`src/rtl/thermAlertPkg.sv`:
```
package thermAlertPkg;

  localparam int BYTE_W = 8;

  localparam logic [BYTE_W-1:0] CMD_RD_TEMP   = 8'h00;
  localparam logic [BYTE_W-1:0] CMD_RD_STATUS = 8'h01;
  localparam logic [BYTE_W-1:0] CMD_RD_CFG    = 8'h02;
  localparam logic [BYTE_W-1:0] CMD_RD_HIGH   = 8'h03;
  localparam logic [BYTE_W-1:0] CMD_RD_LOW    = 8'h04;
  localparam logic [BYTE_W-1:0] CMD_WR_CFG    = 8'h09;
  localparam logic [BYTE_W-1:0] CMD_WR_RATE   = 8'h0A;
  localparam logic [BYTE_W-1:0] CMD_WR_HIGH   = 8'h0B;
  localparam logic [BYTE_W-1:0] CMD_WR_LOW    = 8'h0C;
  localparam logic [BYTE_W-1:0] CMD_ONESHOT   = 8'h0F;

  localparam int CFG_MASK_BIT = 7;
  localparam int CFG_STOP_BIT = 6;

  typedef enum logic {
    CONV_IDLE = 1'b0,
    CONV_RUN  = 1'b1
  } convState_t;

  typedef struct packed {
    logic wrCfg;
    logic wrHigh;
    logic wrLow;
    logic wrRate;
    logic rdStatus;
    logic rdCfg;
    logic rdTemp;
    logic rdHigh;
    logic rdLow;
    logic sampleLoad;
    logic araGrant;
  } strobes_t;

endpackage

```
`src/rtl/thermAlertCtrl.sv`:
```
module thermAlertCtrl
  import thermAlertPkg::*;
#(
  parameter int RATE_W = 8
) (
  input  logic              clk,
  input  logic              rstN,
  input  logic              regValid,
  input  logic              regWrite,
  input  logic [BYTE_W-1:0] regCmd,
  input  logic [BYTE_W-1:0] regWdata,
  input  logic              adcDone,
  input  logic              runStop,
  input  logic [RATE_W-1:0] rateVal,
  input  logic              alertActive,
  input  logic              alertMask,
  input  logic              araQuery,
  output strobes_t          strobes,
  output logic              busy,
  output logic              adcStart,
  output logic              adcAbort
);

  convState_t  state;
  logic [RATE_W-1:0] intCnt;
  logic cmdWr, cmdRd;
  logic stopReq, abortNow, oneShotReq, autoFire, startNow;

  assign cmdWr = regValid & regWrite;
  assign cmdRd = regValid & ~regWrite;
  assign busy  = (state == CONV_RUN);

  assign stopReq    = cmdWr && (regCmd == CMD_WR_CFG) && regWdata[CFG_STOP_BIT];
  assign abortNow   = stopReq && busy;
  assign oneShotReq = cmdWr && (regCmd == CMD_ONESHOT);
  assign autoFire   = !busy && !runStop && !stopReq && (intCnt >= rateVal);
  assign startNow   = !busy && (oneShotReq || autoFire);

  always_comb begin
    strobes          = '0;
    strobes.wrCfg    = cmdWr && (regCmd == CMD_WR_CFG);
    strobes.wrHigh   = cmdWr && (regCmd == CMD_WR_HIGH);
    strobes.wrLow    = cmdWr && (regCmd == CMD_WR_LOW);
    strobes.wrRate   = cmdWr && (regCmd == CMD_WR_RATE);
    strobes.rdStatus = cmdRd && (regCmd == CMD_RD_STATUS);
    strobes.rdCfg    = cmdRd && (regCmd == CMD_RD_CFG);
    strobes.rdTemp   = cmdRd && (regCmd == CMD_RD_TEMP);
    strobes.rdHigh   = cmdRd && (regCmd == CMD_RD_HIGH);
    strobes.rdLow    = cmdRd && (regCmd == CMD_RD_LOW);
    strobes.sampleLoad = adcDone && busy && !abortNow;
    strobes.araGrant   = araQuery && alertActive && !alertMask;
  end

  always_ff @(posedge clk) begin
    if (!rstN) begin
      state    <= CONV_IDLE;
      intCnt   <= '0;
      adcStart <= 1'b0;
      adcAbort <= 1'b0;
    end else begin
      adcStart <= startNow;
      adcAbort <= abortNow;
      case (state)
        CONV_IDLE: if (startNow) state <= CONV_RUN;
        CONV_RUN:  if (abortNow || strobes.sampleLoad) state <= CONV_IDLE;
        default:   state <= CONV_IDLE;
      endcase
      if (busy || runStop || startNow) intCnt <= '0;
      else if (intCnt != '1)           intCnt <= intCnt + 1'b1;
    end
  end

  // a one-shot during a conversion launches nothing
  a_r8_oneshot_ignored: assert property (@(posedge clk) disable iff (!rstN)
    (busy && oneShotReq) |=> !adcStart);

  // stop during a conversion idles the converter at once
  a_r6_stop_aborts: assert property (@(posedge clk) disable iff (!rstN)
    (busy && stopReq) |=> (!busy && adcAbort));

  // every start pulse coincides with a conversion in progress
  a_r7_start_busy: assert property (@(posedge clk) disable iff (!rstN)
    adcStart |-> busy);

  // no timed start while the stop bit holds
  a_r9_no_auto_standby: assert property (@(posedge clk) disable iff (!rstN)
    (!busy && runStop && !oneShotReq) |=> !adcStart);

endmodule

```
`src/rtl/thermAlertDp.sv`:
```
module thermAlertDp
  import thermAlertPkg::*;
#(
  parameter int               RATE_W       = 8,
  parameter int               RATE_RESET   = 99,
  parameter logic [BYTE_W-1:0] LIM_HI_RESET = 8'd85,
  parameter logic [BYTE_W-1:0] LIM_LO_RESET = 8'd0,
  parameter logic [BYTE_W-1:0] DEV_ADDR     = 8'h98
) (
  input  logic              clk,
  input  logic              rstN,
  input  strobes_t          strobes,
  input  logic [BYTE_W-1:0] regWdata,
  input  logic [BYTE_W-1:0] adcTemp,
  input  logic              adcOpen,
  input  logic              busy,
  input  logic              araQuery,
  output logic [BYTE_W-1:0] regRdata,
  output logic              alertN,
  output logic              araAck,
  output logic [BYTE_W-1:0] araAddr,
  output logic              runStop,
  output logic              alertMask,
  output logic [RATE_W-1:0] rateVal,
  output logic              alertActive
);

  localparam logic [RATE_W-1:0] RATE_INIT = RATE_W'(RATE_RESET);

  logic [BYTE_W-1:0] limHi, limLo, tempReg, rdData;
  logic              openReg;
  logic [2:0]        flags, flagsNext, condNow, condSample;
  logic              riseAny;

  // flag order inside the 3-bit vectors: {high, low, open}
  assign condNow    = {tempReg > limHi, tempReg < limLo, openReg};
  assign condSample = adcOpen ? {tempReg > limHi, tempReg < limLo, 1'b1}
                              : {adcTemp > limHi, adcTemp < limLo, 1'b0};

  always_comb begin
    flagsNext = flags;
    if (strobes.rdStatus)   flagsNext = flagsNext & condNow;
    if (strobes.sampleLoad) flagsNext = flagsNext | condSample;
  end

  assign riseAny = |(flagsNext & ~flags);

  always_ff @(posedge clk) begin
    if (!rstN) begin
      alertMask   <= 1'b0;
      runStop     <= 1'b0;
      limHi       <= LIM_HI_RESET;
      limLo       <= LIM_LO_RESET;
      rateVal     <= RATE_INIT;
      tempReg     <= '0;
      openReg     <= 1'b0;
      flags       <= '0;
      alertActive <= 1'b0;
      araAck      <= 1'b0;
      rdData      <= '0;
    end else begin
      if (strobes.wrCfg) begin
        alertMask <= regWdata[CFG_MASK_BIT];
        runStop   <= regWdata[CFG_STOP_BIT];
      end
      if (strobes.wrHigh) limHi   <= regWdata;
      if (strobes.wrLow)  limLo   <= regWdata;
      if (strobes.wrRate) rateVal <= regWdata[RATE_W-1:0];
      if (strobes.sampleLoad) begin
        openReg <= adcOpen;
        if (!adcOpen) tempReg <= adcTemp;
      end
      flags <= flagsNext;
      if (riseAny && !alertMask) alertActive <= 1'b1;
      else if (strobes.araGrant) alertActive <= 1'b0;
      araAck <= strobes.araGrant;
      if (strobes.rdStatus)
        rdData <= {busy, 2'b00, flags, 2'b00};
      else if (strobes.rdCfg)
        rdData <= {alertMask, runStop, 6'b0};
      else if (strobes.rdTemp)
        rdData <= tempReg;
      else if (strobes.rdHigh)
        rdData <= limHi;
      else if (strobes.rdLow)
        rdData <= limLo;
    end
  end

  assign regRdata = rdData;
  assign alertN   = ~alertActive;
  assign araAddr  = araAck ? DEV_ADDR : '0;

  // a status read drops a high flag whose condition has gone
  a_r4_read_drops_gone: assert property (@(posedge clk) disable iff (!rstN)
    (strobes.rdStatus && !strobes.sampleLoad && !condNow[2]) |=> !flags[2]);

  // a status read keeps a low flag whose condition persists
  a_r4_read_keeps_live: assert property (@(posedge clk) disable iff (!rstN)
    (strobes.rdStatus && flags[1] && condNow[1]) |=> flags[1]);

  // only a granted query releases the alert
  a_r11_mask_keeps_alert: assert property (@(posedge clk) disable iff (!rstN)
    (alertActive && !strobes.araGrant) |=> alertActive);

  // a masked query is never answered
  a_r12_no_answer_masked: assert property (@(posedge clk) disable iff (!rstN)
    (araQuery && alertMask) |=> !araAck);

  // an answer comes with the alert released
  a_r12_ack_releases: assert property (@(posedge clk) disable iff (!rstN)
    araAck |-> (alertN && araAddr == DEV_ADDR));

  // with the mask set an idle alert stays idle
  a_r10_masked_no_raise: assert property (@(posedge clk) disable iff (!rstN)
    (!alertActive && alertMask) |=> !alertActive);

endmodule

```
`src/rtl/thermAlertCtl.sv`:
```
module thermAlertCtl
  import thermAlertPkg::*;
#(
  parameter int               RATE_W       = 8,
  parameter int               RATE_RESET   = 99,
  parameter logic [BYTE_W-1:0] LIM_HI_RESET = 8'd85,
  parameter logic [BYTE_W-1:0] LIM_LO_RESET = 8'd0,
  parameter logic [BYTE_W-1:0] DEV_ADDR     = 8'h98
) (
  input  logic              clk,
  input  logic              rstN,
  input  logic              regValid,
  input  logic              regWrite,
  input  logic [BYTE_W-1:0] regCmd,
  input  logic [BYTE_W-1:0] regWdata,
  output logic [BYTE_W-1:0] regRdata,
  output logic              adcStart,
  output logic              adcAbort,
  input  logic              adcDone,
  input  logic [BYTE_W-1:0] adcTemp,
  input  logic              adcOpen,
  output logic              alertN,
  input  logic              araQuery,
  output logic              araAck,
  output logic [BYTE_W-1:0] araAddr
);

  strobes_t          strobes;
  logic              busy, runStop, alertMask, alertActive;
  logic [RATE_W-1:0] rateVal;

  thermAlertCtrl #(.RATE_W(RATE_W)) u_ctrl (
    .clk(clk), .rstN(rstN),
    .regValid(regValid), .regWrite(regWrite), .regCmd(regCmd), .regWdata(regWdata),
    .adcDone(adcDone), .runStop(runStop), .rateVal(rateVal),
    .alertActive(alertActive), .alertMask(alertMask), .araQuery(araQuery),
    .strobes(strobes), .busy(busy), .adcStart(adcStart), .adcAbort(adcAbort)
  );

  thermAlertDp #(
    .RATE_W(RATE_W), .RATE_RESET(RATE_RESET),
    .LIM_HI_RESET(LIM_HI_RESET), .LIM_LO_RESET(LIM_LO_RESET), .DEV_ADDR(DEV_ADDR)
  ) u_dp (
    .clk(clk), .rstN(rstN), .strobes(strobes), .regWdata(regWdata),
    .adcTemp(adcTemp), .adcOpen(adcOpen), .busy(busy), .araQuery(araQuery),
    .regRdata(regRdata), .alertN(alertN), .araAck(araAck), .araAddr(araAddr),
    .runStop(runStop), .alertMask(alertMask), .rateVal(rateVal),
    .alertActive(alertActive)
  );

endmodule

```
`config.mk`:
```
export PLATFORM = sky130hd
export DESIGN_NAME = thermAlertCtl
export DESIGN_NICKNAME = d
export VERILOG_FILES = /design/src/rtl/thermAlertPkg.sv /design/src/rtl/thermAlertCtrl.sv /design/src/rtl/thermAlertDp.sv /design/src/rtl/thermAlertCtl.sv
export SDC_FILE = /design/constraint.sdc
export NUM_CORES = 1
export LEC_CHECK = 0
export BUFFER_PORTS_ARGS = -buffer_cell sky130_fd_sc_hd__buf_2
export CORE_MARGIN = 4
export CORE_UTILIZATION = 55
export DETAILED_ROUTE_END_ITERATION = 10
export PLACE_DENSITY_LB_ADDON = 0.12
export SYNTH_ARGS = -nofsm -noshare
export SYNTH_HDL_FRONTEND = slang
export SYNTH_HIERARCHICAL = 1
export SYNTH_SLANG_ARGS = --single-unit
```
`constraint.sdc`:
```
create_clock -name clk -period 2.4 [get_ports clk]
set_input_delay 0.36 -clock clk [delete_from_list [all_inputs] [get_ports clk]]
set_output_delay 0.36 -clock clk [all_outputs]
set_load 0.02 [all_outputs]
```
==> results of run 1 <==
layout by cell type (no fill, tap or decap), types with 3 or more instances in the layout:
cell and instances:
buf_2 45, nand2_1 47, a21oi_1 43, o31a_1 3, nor3_1 13, inv_1 27, nor2b_1 6, o211ai_1 5
conb_1 5, buf_4 16, ha_1 39, nor4_1 6, and3_1 4, a211oi_1 5, nand4_1 5, a221oi_1 7
nor2_1 61, nand2b_1 5, dfxtp_1 59, nand3_1 7, o21ai_0 10, clkbuf_8 10, mux2i_1 27, clkinv_2 3
cell families after synthesis:
group,count (synthesis)
AND/OR/NAND/NOR,171
AO/OA/AOI/OAI,83
flip-flops,59
buffers and inverters,52
adder cells (fa/ha/maj),39
multiplexers,27
XOR/XNOR,2
other,1
sequential cells by signal, summed over array words and instances (netlist names):
register	count
u_ctrl/adcStart	1
u_dp/limLo	8
u_dp/regRdata	8
u_ctrl/busy	1
u_ctrl/intCnt	8
u_dp/tempReg	8
u_dp/rateVal	8
u_dp/openReg	1
u_dp/limHi	8
u_ctrl/adcAbort	1
u_dp/alertMask	1
u_dp/araAck	1
u_dp/alertActive	1
u_dp/runStop	1
u_dp/flags	3
path summary, 6_finish.rpt:
check                                      from                to  slack, ns  depth (start not counted)
worst min register to register  u_dp/rateVal[1]   u_dp/rateVal[1]       0.47                          2
worst max-delay path                  regCmd[5]  u_dp/regRdata[2]       0.32                         12
worst max register to register  u_dp/rateVal[2]  u_ctrl/intCnt[6]       0.35                          7
worst min-delay path                regWdata[1]   u_dp/rateVal[1]       0.27                          3
report_power, final:
part | leakage, µW | switching [µW] | internal, µW
registers | 0.000476 | 4.87 | 984
logic | 0.00110 | 78.9 | 49.9
clock network | 0.0000991 | 388 | 502
routing by layer:
layer / track usage (%) / wire (µm)
met1: 31.7 / 3900
met2: 35.9 / 3700
met3: 5.83 / 575
met4: 7.69 / 123
met5: 0 / 0
layout make-up:
cell class,instances,area [µm²]
clock buffers,11,141
clock inverters,5,52.6
well taps,75,93.8
flip-flops and latches,59,1180
repair buffers,61,345
fillers,526,2000
inverters,28,105
multi-input cells,327,2140
worst max-delay path, delay by kind of cell:
family | cells | cell delay [ns]
buffers and inverters | 3 | 0.51
AO/OA/AOI/OAI | 1 | 0.07
AND/OR/NAND/NOR | 8 | 1.42
through the flow:
stage | instance area (µm²) | utilization (%) | cells | hold slack (ns)
4_1_cts | 4060 | 66.9 | 566 | 0.256
3_5_place_dp | 3860 | 63.7 | 550 | 0.458
6_report | 4060 | 66.9 | 566 | 0.271
2_1_floorplan | 3550 | - | 438 | 0.442
3_3_place_gp | 3860 | 63.7 | 550 | 0.457
5_1_grt | 4060 | 66.9 | 566 | 0.251
==> flow_summary_export.csv, run 1 <==
group,metric,value,unit
clock_network,clk_path_buf_depth,2,
global_routing,overflow,0,
logic_synthesis,synthDominantCellAreaShare,33.4,%
clock_network,clk_pin_slew,0.07,ns
floorplan,die_area,7770,µm²
logic_synthesis,synth.area.mux_share,7.65,%
clock_network,root_buffer,"clkbuf_8",
logic_synthesis,ys_top_cells_by_area,"dfxtp_1, ha_1, mux2i_1",
clock_network,clkLatencyLatePin,0.33,ns
sta,fin_crit,2.08,ns
run_status,outcome,"finished, final reports clean",
routing,drt-initial-drc-count,172,
placement,hpwl,6.46,mm
layout,area_growth,14.8,%
floorplan,fp.coreArea,6060,µm²
pwr,p_leak,0.00167,µW
logic_synthesis,synthSimpleGateAreaFrac,22.6,%
placement,gp_congestion,0.818,
worst_setup_path,path_max_fanout,18,
layout,antenna_cells,0,
layout,nets,556,
logic_synthesis,synth_edf_count,0,
routing,route.detailed.drc,0,
sta,final-max-slew-violation-count,0,
clock_network,htree_levels,3,
global_routing,grt_max_degree,19,
clock_network,cts_tree,"done",
sta,setup_violations,0,
worst_setup_path,end_kind,"register",
logic_synthesis,synth_area,3530,µm²
placement,post-place-ws,0.0185,ns
sta,post-route-period-util,86.8,%
logic_synthesis,synth_cells,434,
routing,ant_nets,0,
pwr,total_power,2010,µW
clock_network,ctsResizeCount,0,
clock_network,cts_buffers,9,
pwr,ir_worst_vdd,0.384,mV
clock_network,post-cts-setup-buffers,0,
logic_synthesis,synth.cells.most_frequent,"nor2_1, dfxtp_1, nand2_1",
global_routing,grt_first_pass_wirelength,14.0,mm
sta,timing.final.ws_setup,0.316,ns
logic_synthesis,ys_seq_area_share,33.4,%
layout,drive_gt1_share,17.7,%
global_routing,grt_usage,23.2,%
logic_synthesis,synth_top_flop_cell,"dfxtp_1",
routing,firstDrtPassIters,5,
sta,rsz0062_at_grt,"no",
sta,worst_pin_slew,0.609,ns
logic_synthesis,synth_compound_area_share,15.0,%
logic_synthesis,synth_top_family_by_area,"simple AND/OR/NAND/NOR gates",
logic_synthesis,syn_area_per_cell,8.14,µm²
worst_setup_path,max_stage_delay,0.45,ns
sta,max-slew-margin-rel,59.1,%
clock_network,hold_buffers,0,
routing,via_count,3169,
sta,fin_setup_tns,0,ns
logic_synthesis,synth-seq-cells,59,
logic_synthesis,synth_most_common_cell,"nor2_1",
logic_synthesis,synthXorXnorAreaFrac,0.496,%
worst_setup_path,worstPathArrival,2.36,ns
routing,avgRoutedWirePerCell,14.7,µm
sta,hold_violations,0,
logic_synthesis,synth_fa_ha_area_share,13.8,%
logic_synthesis,synth_warnings,6,
floorplan,die_w,88.2,µm
worst_setup_path,criticalPathCategory,"primary input to register",
floorplan,rows,28,
worst_setup_path,critical_path_required,2.68,ns
worst_setup_path,cp_cell_sequence,"buf_2 > nor3b_2 > nand2_2 > or4_1 > buf_4 > nor3_1 > buf_4 > or3_1 > nor2_1 > nor4_1 > a21oi_1 > nor2_1",
clock_network,clock-sinks,59,
routing,avgViaCountPerCell,5.60,
floorplan,start_util,58.3,%
worst_setup_path,crit_path_top_delay_cell,"or4_1",
floorplan,dieHeight,88.2,µm
global_routing,antenna_found_initial,0,
logic_synthesis,synthArstFlopShare,0,%
global_routing,grt_pass1_vias,2993,
worst_setup_path,start_kind,"primary input",
sta,fmax,480,MHz
min_path,hp-class,"primary input to register",
logic_synthesis,yosys.area.top_type,"dfxtp_1",
pwr,power.density,495,nW/µm²
routing,wl,8.30,mm
placement,io_buffer_count,45,
sta,skew,0.00458,ns
run,drv_cap,0,
logic_synthesis,synth_cell_types,48,
floorplan,pin_count,51,
(Power assumes the default switching activity.)
==> run 2, diff against run 1 <==
- REMOVE_ABC_BUFFERS: unset -> 1
==> run 2 against run 1 <==
Maximum frequency decreased by 1.3%. Global-route usage grew 0.36 points. Register-to-register slack better by 0.04 ns. Power up 3.0%. First-iteration DRC count up 7.0%. Sequential cell count stayed put.
==> flow_summary_export.csv, run 2 (same netlist as run 1, synthesis figures left out) <==
group,metric,value,unit
global_routing,antenna_found_initial,0,
layout,fillers,521,
routing,drt-initial-drc-count,184,
layout,drive_gt1_share,17.9,%
worst_setup_path,rr_worst_depth,8,
pwr,power.density,507,nW/µm²
worst_setup_path,end_kind,"register",
worst_setup_path,timing.rr.start,"u_dp/limLo[2]",
layout,antenna_cells,0,
clock_network,post-cts-setup-buffers,0,
worst_setup_path,max_stage_delay,0.44,ns
placement,gp_congestion,0.816,
worst_setup_path,crit_start,"regCmd[5]",
sta,hold_violations,0,
floorplan,die_w,88.2,µm
global_routing,grt_usage,23.6,%
placement,placed_cells,550,
pwr,ir_worst_vdd,0.388,mV
routing,wl,8.64,mm
clock_network,clk_pin_slew,0.07,ns
sta,worst_pin_slew,0.582,ns
layout,final_cell_mix,"nor2_1, dfxtp_1, nand2_1, buf_2, a21oi_1",
clock_network,cts_buffers,9,
clock_network,clkLatencyLatePin,0.33,ns
sta,max-slew-margin-rel,60.9,%
routing,avgRoutedWirePerCell,15.3,µm
worst_setup_path,criticalPathCategory,"primary input to register",
routing,route.detailed.drc,0,
worst_setup_path,timing.rr.end,"u_dp/alertActive",
clock_network,hold_buffers,0,
global_routing,grt_pass1_vias,2970,
worst_setup_path,worstPathArrival,2.38,ns
worst_setup_path,cp_cell_sequence,"buf_2 > nor3b_2 > nand2_2 > or4_1 > buf_4 > nor3_1 > buf_4 > or3_1 > nor2_1 > nor4_1 > a21oi_1 > nor2_1",
sta,holdWs,0.284,ns
placement,hpwl,6.57,mm
sta,fmax,474,MHz
floorplan,dieHeight,88.2,µm
routing,avgViaCountPerCell,5.69,
floorplan,start_util,58.3,%
run_status,outcome,"finished, final reports clean",
worst_setup_path,start_kind,"primary input",
clock_network,clk_path_buf_depth,2,
sta,rsz0062_at_grt,"no",
floorplan,rows,28,
pwr,p_leak,0.00167,µW
clock_network,root_buffer,"clkbuf_8",
sta,post-route-period-util,88.0,%
worst_setup_path,r2r_slack,0.39,ns
sta,skew,0.00692,ns
floorplan,fp.coreArea,6060,µm²
floorplan,die_area,7770,µm²
routing,via_count,3221,
global_routing,grt_first_pass_wirelength,14.2,mm
worst_setup_path,critical_path_required,2.67,ns
floorplan,pin_count,51,
min_path,hp-class,"primary input to register",
run,drv_cap,0,
routing,ant_nets,0,
placement,io_buffer_count,45,
routing,firstDrtPassIters,5,
sta,setup_violations,0,
worst_setup_path,path_max_fanout,18,
layout,final_common_cell,"nor2_1",
global_routing,overflow,0,
layout,area_growth,15.4,%
clock_network,cts_tree,"done",
clock_network,htree_levels,3,
sta,final-max-slew-violation-count,0,
worst_setup_path,crit_path_top_delay_cell,"or4_1",
worst_setup_path,cp-endpoint,"u_dp/regRdata[4]",
global_routing,grt_max_degree,21,
clock_network,clock-sinks,59,
sta,fin_crit,2.11,ns
clock_network,ctsResizeCount,0,
layout,instances_no_fill,566,
layout,nets,556,
## run 2: worst min-delay path by stage
| stage | to | slack [ns] | cells past startpoint | start |
|---|---|---|---|---|
| floorplan | u_dp/limHi[0] | 0.42 | 1 | rstN |
| global placement | u_dp/rateVal[5] | 0.46 | 2 | u_dp/rateVal[5] |
| detailed placement | u_dp/rateVal[6] | 0.46 | 2 | u_dp/rateVal[6] |
| CTS | u_dp/rateVal[0] | 0.27 | 3 | regWdata[0] |
| global route | u_dp/rateVal[3] | 0.28 | 3 | regWdata[3] |
| finish | u_dp/rateVal[0] | 0.28 | 3 | regWdata[0] |
## run 2: cell type report
type / instances / area (µm²) / area share (%)
multi-input cells: 327 / 2140 / 52.5
repair buffers: 61 / 345 / 8.47
well taps: 75 / 93.8 / 2.30
clock inverters: 5 / 61.3 / 1.50
inverters: 28 / 105 / 2.58
clock buffers: 11 / 151 / 3.71
flip-flops and latches: 59 / 1180 / 29.0
## run 2: stage by stage
step	cell area, µm²	setup WS (ns)	util (%)	setup TNS [ns]	total power (µW)
global route	4080	0.165	67.3	0	2160
finish	4080	0.289	67.3	0	2070
CTS	4080	0.333	67.3	0	2080
detailed placement	3860	0.0187	63.7	0	1140
floorplan	3410	-0.341	-	-2.42	1070
global placement	3860	0.0874	63.7	0	1140
## run 2: where the power goes
group | internal [µW] | switching (µW) | total (µW)
Combinational | 49.9 | 80.0 | 130
Sequential | 984 | 5.20 | 989
Clock | 537 | 411 | 949
Total | 1570 | 497 | 2070
## run 2: routing by layer
metal | global-route usage [%] | vias to the layer above | part of all wire [%]
met4 | 8.93 | 0 | 1.3
met3 | 4.23 | 11 | 7.5
met2 | 36.4 | 114 | 44
met1 | 32.7 | 1479 | 47
met5 | 0 | - | 0
li1 | - | 1617 | -
## run 2: worst max-delay path, delay by kind of cell
kind	cells	cell delay, ns
buffers and inverters	3	0.51
AND/OR/NAND/NOR	8	1.43
AO/OA/AOI/OAI	1	0.08
==> run 3, diff against run 2 <==
- BUFFER_PORTS_ARGS: -buffer_cell sky130_fd_sc_hd__buf_2 -> -buffer_cell sky130_fd_sc_hd__clkbuf_2
==> run 3 against run 2 <==
Power decreased by 2.7%. Sequential share of layout area increased by 0.080 points. Global-route usage decreased by 0.35 points. Critical path depth decreased by 5. Die area unchanged. Wire length decreased by 3.7%. Cell count increased by 0.18%. Count of clock-buffer cells in the layout decreased by 1. Critical path type is now register to register.
==> flow_summary_export.csv, run 3 (same netlist as run 1, synthesis figures left out) <==
group,metric,value,unit
routing,drt-initial-drc-count,246,
clock_network,hold_buffers,0,
pwr,p_leak,0.00166,µW
global_routing,overflow,0,
sta,fin_crit,2.06,ns
global_routing,grt_max_degree,19,
pwr,total_power,2010,µW
layout,final_cell_mix,"nor2_1, dfxtp_1, nand2_1, clkbuf_2, a21oi_1",
min_path,holdPathStages,3,
clock_network,post-cts-setup-buffers,0,
sta,setup_violations,0,
floorplan,pin_count,51,
clock_network,cts_tree,"done",
worst_setup_path,cp_cell_sequence,"inv_1 > ha_1 > a211oi_1 > o21ai_0 > a21oi_1 > a41oi_4 > a211oi_1",
routing,wl,8.31,mm
pwr,power.density,495,nW/µm²
placement,io_buffer_count,45,
layout,final_common_cell,"nor2_1",
sta,hold_violations,0,
layout,area_growth,15.0,%
worst_setup_path,worst-path-buf-inv,1,
worst_setup_path,timing.critical_path.max_delay_family,"compound AO/OA/AOI/OAI gates",
global_routing,antenna_found_initial,0,
min_path,hp-class,"primary input to register",
floorplan,start_util,58.3,%
pwr,ir_worst_vdd,0.364,mV
worst_setup_path,max_stage_delay,0.41,ns
worst_setup_path,crit_path_top_delay_cell,"a21oi_1",
clock_network,root_buffer,"clkbuf_8",
clock_network,clkLatencyLatePin,0.34,ns
worst_setup_path,rr_worst_depth,7,
clock_network,clk_pin_slew,0.07,ns
placement,post_dp_cell_area,3870,µm²
floorplan,rows,28,
clock_network,ctsResizeCount,0,
run_status,outcome,"finished, final reports clean",
floorplan,die_w,88.2,µm
layout,final_cell_area,4070,µm²
placement,hpwl,6.50,mm
sta,worst_pin_slew,0.575,ns
sta,max-slew-margin-rel,61.4,%
global_routing,grt_pass1_vias,2965,
clock_network,clock-sinks,59,
routing,avgRoutedWirePerCell,14.7,µm
run,drv_cap,0,
placement,gp_congestion,0.816,
layout,nets,557,
clock_network,cts_buffers,9,
global_routing,grt_usage,23.2,%
floorplan,fp.coreArea,6060,µm²
routing,firstDrtPassIters,4,
floorplan,dieHeight,88.2,µm
worst_setup_path,crit_cells,7,
layout,fillers,527,
routing,avgViaCountPerCell,5.64,
clock_network,clk_path_buf_depth,2,
worst_setup_path,crit_path_frequent_cell,"a211oi_1",
routing,ant_nets,0,
sta,skew,0.0106,ns
layout,drive_gt1_share,17.9,%
worst_setup_path,critical_path_required,2.65,ns
routing,route.detailed.drc,0,
sta,fin_setup_tns,0,ns
worst_setup_path,start_kind,"register",
worst_setup_path,worstPathArrival,2.31,ns
global_routing,grt_first_pass_wirelength,13.9,mm
worst_setup_path,end_kind,"register",
sta,post-route-period-util,85.9,%
routing,via_count,3197,
layout,antenna_cells,0,
worst_setup_path,path_max_fanout,8,
sta,holdWs,0.259,ns
sta,fmax,485,MHz
clock_network,htree_levels,3,
worst_setup_path,criticalPathCategory,"register to register",
floorplan,die_area,7770,µm²
sta,rsz0062_at_grt,"no",
sta,final-max-slew-violation-count,0,
-- run 3: cell types whose count changed in the layout (fill, tap and decap cells not counted), sizes merged --
cell,before,now
clkinv,2,3
clkbuf,11,55
buf,61,17
-- run 3: tightest hold or removal path, stage by stage --
cell and delay, ns:
clkbuf_2 0.10, nand2_1 0.05, a21oi_1 0.05
-- run 3: power breakdown --
part	total [µW]	switching (µW)	internal, µW	leakage (µW)
Combinational	132	81.3	51.1	0.00110
Sequential	989	4.96	984	0.000476
Clock	891	412	479	0.0000885
-- run 3: worst paths after layout --
kind / start / endpoint / slack (ns)
hold / removal: adcTemp[0] / u_dp/tempReg[0] / 0.26
hold reg to reg: u_dp/rateVal[1] / u_dp/rateVal[1] / 0.48
setup reg to reg: u_dp/rateVal[2] / u_ctrl/intCnt[2] / 0.34
setup / recovery: u_dp/rateVal[2] / u_ctrl/intCnt[2] / 0.34
-- run 3: layout make-up --
| type | instances | area [µm²] | area share, % |
|---|---|---|---|
| clock inverters | 6 | 66.3 | 1.63 |
| clock buffers | 10 | 128 | 3.14 |
| multi-input cells | 327 | 2140 | 52.6 |
| well taps | 75 | 93.8 | 2.31 |
| inverters | 28 | 105 | 2.59 |
| repair buffers | 62 | 353 | 8.68 |
| flip-flops and latches | 59 | 1180 | 29.1 |
-- run 3: metrics by stage --
stage	util, %	std cells	worst slack (ns)
after detailed placement	63.9	551	0.0464
after floorplan	-	414	-0.341
after CTS	67.1	567	0.351
final	67.1	567	0.339
after global routing	67.1	567	0.110
after global placement	63.9	551	0.102
-- run 3: layer usage --
layer / vias to the layer above / share of wire, % / wire length [µm] / global-route usage (%)
met5: - / 0 / 0 / 0
met3: 8 / 7.0 / 582 / 5.17
met4: 0 / 1.1 / 91 / 7.69
met2: 89 / 45 / 3750 / 36.1
met1: 1476 / 47 / 3890 / 31.9
li1: 1624 / - / - / -
